`src/rtl/hvs_pkg.sv`:
```
package hvs_pkg;
  typedef struct packed {
    logic makePred;
    logic pickCtx;
    logic specWr;
    logic specFromCtx;
    logic trainWr;
  } hvsCtrl_t;
endpackage

```
`src/rtl/hvs_ctrl.sv`:
```
module hvs_ctrl
  import hvs_pkg::*;
(
  input  logic     lookupValid,
  input  logic     ctxConf,
  input  logic     strConf,
  input  logic     valEq,
  input  logic     retireValid,
  output hvsCtrl_t ctrl
);
  logic onlyOne;
  logic bothAgree;

  always_comb begin
    onlyOne          = ctxConf ^ strConf;
    bothAgree        = ctxConf & strConf & valEq;
    ctrl.makePred    = lookupValid & (onlyOne | bothAgree);
    ctrl.pickCtx     = ctxConf;
    ctrl.specWr      = lookupValid & (ctxConf | onlyOne | bothAgree);
    ctrl.specFromCtx = ctxConf;
    ctrl.trainWr     = retireValid;
  end
endmodule

```
`src/rtl/hvs_datapath.sv`:
```
module hvs_datapath
  import hvs_pkg::*;
#(
  parameter int VAL_W = 64
) (
  input  logic             clk,
  input  logic             rstN,
  input  hvsCtrl_t         ctrl,
  input  logic [VAL_W-1:0] ctxValue,
  input  logic [VAL_W-1:0] strValue,
  input  logic [VAL_W-1:0] retireValue,
  output logic             valEq,
  output logic             predValid,
  output logic [VAL_W-1:0] predValue,
  output logic             specWrite,
  output logic [VAL_W-1:0] specValue,
  output logic             trainValid,
  output logic [VAL_W-1:0] trainValue
);
  logic [VAL_W-1:0] chosen;
  logic [VAL_W-1:0] specNext;

  always_comb begin
    valEq    = (ctxValue == strValue);
    chosen   = ctrl.pickCtx ? ctxValue : strValue;
    specNext = ctrl.specFromCtx ? ctxValue : strValue;
  end

  always_ff @(posedge clk) begin
    if (!rstN) begin
      predValid  <= 1'b0;
      predValue  <= '0;
      specWrite  <= 1'b0;
      specValue  <= '0;
      trainValid <= 1'b0;
      trainValue <= '0;
    end else begin
      predValid  <= ctrl.makePred;
      predValue  <= ctrl.makePred ? chosen : '0;
      specWrite  <= ctrl.specWr;
      specValue  <= ctrl.specWr ? specNext : '0;
      trainValid <= ctrl.trainWr;
      trainValue <= ctrl.trainWr ? retireValue : '0;
    end
  end
endmodule

```
`src/rtl/hybrid_value_select.sv`:
```
module hybrid_value_select
  import hvs_pkg::*;
#(
  parameter int VAL_W = 64
) (
  input  logic             clk,
  input  logic             rstN,
  input  logic             lookupValid,
  input  logic             ctxConf,
  input  logic [VAL_W-1:0] ctxValue,
  input  logic             strConf,
  input  logic [VAL_W-1:0] strValue,
  input  logic             retireValid,
  input  logic [VAL_W-1:0] retireValue,
  output logic             predValid,
  output logic [VAL_W-1:0] predValue,
  output logic             specWrite,
  output logic [VAL_W-1:0] specValue,
  output logic             trainValid,
  output logic [VAL_W-1:0] trainValue
);
  hvsCtrl_t ctrl;
  logic     valEq;

  hvs_ctrl u_ctrl (
    .lookupValid(lookupValid),
    .ctxConf    (ctxConf),
    .strConf    (strConf),
    .valEq      (valEq),
    .retireValid(retireValid),
    .ctrl       (ctrl)
  );

  hvs_datapath #(.VAL_W(VAL_W)) u_dp (
    .clk        (clk),
    .rstN       (rstN),
    .ctrl       (ctrl),
    .ctxValue   (ctxValue),
    .strValue   (strValue),
    .retireValue(retireValue),
    .valEq      (valEq),
    .predValid  (predValid),
    .predValue  (predValue),
    .specWrite  (specWrite),
    .specValue  (specValue),
    .trainValid (trainValid),
    .trainValue (trainValue)
  );
endmodule

```
`config.mk`:
```
export PLATFORM = sky130hd
export DESIGN_NAME = hybrid_value_select
export DESIGN_NICKNAME = d
export VERILOG_FILES = /design/src/rtl/hvs_pkg.sv /design/src/rtl/hvs_ctrl.sv /design/src/rtl/hvs_datapath.sv /design/src/rtl/hybrid_value_select.sv
export SDC_FILE = /design/constraint.sdc
export NUM_CORES = 1
export LEC_CHECK = 0
export ABC_AREA = 1
export BUFFER_PORTS_ARGS = -buffer_cell sky130_fd_sc_hd__clkbuf_2
export CAP_MARGIN = 30
export CORE_AREA = 2 2 151 153
export CTS_BUF_LIST = sky130_fd_sc_hd__clkbuf_8
export CTS_CLUSTER_DIAMETER = 80
export DETAILED_ROUTE_END_ITERATION = 10
export DIE_AREA = 0 0 153 155
export MAX_ROUTING_LAYER = met4
export PLACE_DENSITY = 0.6
export SYNTH_ARGS = -nofsm -noshare
export SYNTH_HDL_FRONTEND = slang
export SYNTH_SLANG_ARGS = --single-unit
```
`constraint.sdc`:
```
create_clock -name clk -period 1.55 [get_ports clk]
set_clock_uncertainty 0.1 [all_clocks]
set_input_delay 0.155 -clock clk [delete_from_list [all_inputs] [get_ports clk]]
set_output_delay 0.155 -clock clk [all_outputs]
set_load 0.1 [all_outputs]
```
==> reports/metrics.cfg <==
[status]
status=completed

[drt]
wl_mm=26.62
drtAntennaViolNets=0
drt_pass1_iterations=4
top_layer=met4
drt_iter0_drc=373
vias_per_cell=4.209
drc=0
wl_met2_mm=13.72
drt-wirelength-per-cell_um=14.54
vias=7706
wl_met3_mm=1.693
wl_met1_mm=10.63

[sta]
worstMarginPinSlew_ns=0.5747
slew_headroom_pct=61.85
max_freq_mhz=667.7
period_needed_ns=1.498
setup_tns_ns=0
finalHoldViolations=0
period_share_pct=96.62
setup_violations=0
setup_ws_ns=0.05234
slew_violations=0

[logic_synthesis]
syn_area_um2=7032
yosys.area.top_type_share_pct=55.52
yosysWarnings=0
synth_edf_count=0
yosysMostFrequentCell=nor2_1
synth.yosys.seq_area_share_pct=55.52
ys_top_cells_by_area=dfxtp_1 56%, nor2_1 11%, nand2_1 11%
async_reset_ff_share_pct=0
syn_avg_cell_area_um2=7.643
synth_top_area_cell=dfxtp_1
synth_cells=920
netlist_top_cells_count=205 x nor2_1, 199 x nand2_1, 195 x dfxtp_1
synth_flop_cell=dfxtp_1
postSynthNetCount=1120
synth_cell_types=21
synth-seq-cells=195

[setup_path]
start_kind=flop
cp.required_ns=1.29
arrival_ns=1.24
cp_max_fo=1
path_buf_inv=1
slowest_delay_ns=0.42
crit_end=specValue[63]
path_class=reg -> out
crit_slowest_cell=buf_2
crit_path_end_kind=output port
crit_chain=buf_2
critPathTopFamily=buffers and inverters
startpoint=u_dp.specValue[63]$_SDFF_PN0_
cp.depth=1

[global_route]
grt_pass1_vias=7669
overflow=0
grt_max_degree=115
antenna_found_initial=0
grt.total_usage_pct=21.74
grt_pass1_wl_mm=39.34

[die]
ios=393
die_width_um=153
die_height_um=155
core_um2=22230
die-area_um2=23720
start_util_pct=31.64
rows=55

[power_and_ir_drop]
p_int_uw=7547
pwr-share-clk_pct=28.7
power_uw=12220
p_sw_uw=4670
p_leak_uw=0.006786
combPwrFrac_pct=28.1
switching_share_pct=38.23
power_density_nw_per_um2=995.0
p_seq_share_pct=43.2
ir_drop_mv=0.6921

[layout]
seqCellArea_um2=3904
fin_nets=1733
multi_input_area_um2=2387
syn2layout_area_growth_pct=74.63
nFillCells=2034
num_antenna_cells=0
drive_above_1_share_pct=33.83

[clock_network]
clock_sinks=195
cts_tree=built
clkTransAtPathRegs_ns=0.14
numCtsBuffers=17
cts-root-buf=clkbuf_8
cts_setup_buffers=0
clockBufferDepth=2
htree_levels=4

[placement]
pre_cts_ws_ns=-0.4020
gp_congestion=0.8511
hpwlAfterDp_mm=18.45
portBuffers=392

[hold_path]
hold_path.class=in -> reg

[flow_run]
max-cap-violations=0

==> registers in the layout (all words and copies together) (netlist names) <==
name and cells:
u_dp.trainValue 64, u_dp.specValue 64, u_dp.predValue 64, u_dp.specWrite 1, u_dp.trainValid 1, u_dp.predValid 1
==> stage by stage <==
step / std cells / util [%] / cell area [um2] / hold WS (ns)
final: 1831 / 55.24 / 12280 / 0.03380
after global routing: 1831 / 55.24 / 12280 / 0.01445
after CTS: 1826 / 54.31 / 12070 / 0.001752
after detailed placement: 1613 / 43.40 / 9647 / 0.2554
after global placement: 1613 / 43.40 / 9647 / 0.2537
after floorplan: 920 / - / 7044 / 0.1672
==> area by class of cell <==
class | count | share of cell area [%]
sequential | 195 | 31.79
clock inverter | 15 | 1.610
inverter | 168 | 5.136
timing repair buffer | 626 | 37.21
multi-input combinational | 525 | 19.44
tap | 285 | 2.904
clock buffer | 17 | 1.905
==> cells by family after synthesis <==
logic type / synth area share, %
AOI/OAI and AO/OA: 4.199
xor gates and xnor gates: 1.495
adders and majority gates: 0.3558
buffers and inverters: 11.48
DFF: 55.52
muxes: 1.708
and+or+nand+nor: 25.25
==> how the worst min path moves through the flow <==
stage	startpoint	end	slack, ns	cells past startpoint
after detailed placement	retireValue[61]	u_dp.trainValue[61]$_SDFF_PN0_	0.26	3
after CTS	ctxValue[25]	u_dp.specValue[25]$_SDFF_PN0_	0.002	5
final	lookupValid	u_dp.specWrite$_SDFF_PN0_	0.03	4
after global placement	retireValue[61]	u_dp.trainValue[61]$_SDFF_PN0_	0.25	3
after global routing	lookupValid	u_dp.specWrite$_SDFF_PN0_	0.01	4
after floorplan	retireValue[0]	u_dp.trainValue[0]$_SDFF_PN0_	0.17	2
==> cell usage in the layout (no fill, tap or decap), types with 3 or more instances in the layout <==
cell / instances
buf_12: 5
buf_2: 76
buf_4: 51
clkbuf_16: 5
clkbuf_2: 231
clkbuf_4: 74
clkbuf_8: 17
clkinv_8: 5
dfxtp_1: 195
dlygate4sd3_1: 178
dlymetal6s4s_1: 3
inv_1: 157
inv_12: 3
inv_2: 11
inv_8: 3
mux2i_1: 12
nand2_1: 196
nand3_1: 4
nand4_1: 6
nor2_1: 197
nor2_2: 22
nor2_4: 9
o21ai_0: 53
o21ai_1: 6
xnor2_1: 10
==> power by group through the flow <==
stage | Clock, uW | Combinational [uW] | Sequential, uW
4_1_cts | 3610 | 3360 | 5280
3_3_place_gp | 0 | 2900 | 5390
3_5_place_dp | 0 | 2920 | 5390
2_1_floorplan | 0 | 584 | 6910
5_1_grt | 3820 | 3640 | 5290
6_report | 3500 | 3440 | 5270
==> routing by layer <==
metal | vias to the layer above | global-route usage, %
li1 | 3914 | -
met1 | 3492 | 24.15
met2 | 269 | 38.42
met3 | 31 | 5.320
met4 | 0 | 7.187
met5 | - | -
==> timing repair <==
action                                  4_1_cts  5_1_grt
endpoints found under the setup margin       73      141
hold buffers                                181        0
gates cloned                                  0        8
gates resized for setup                      73       95
endpoints found under the hold margin       186        0
pin swaps                                     0        6
Note: power is estimated with default switching activity, not from simulation.
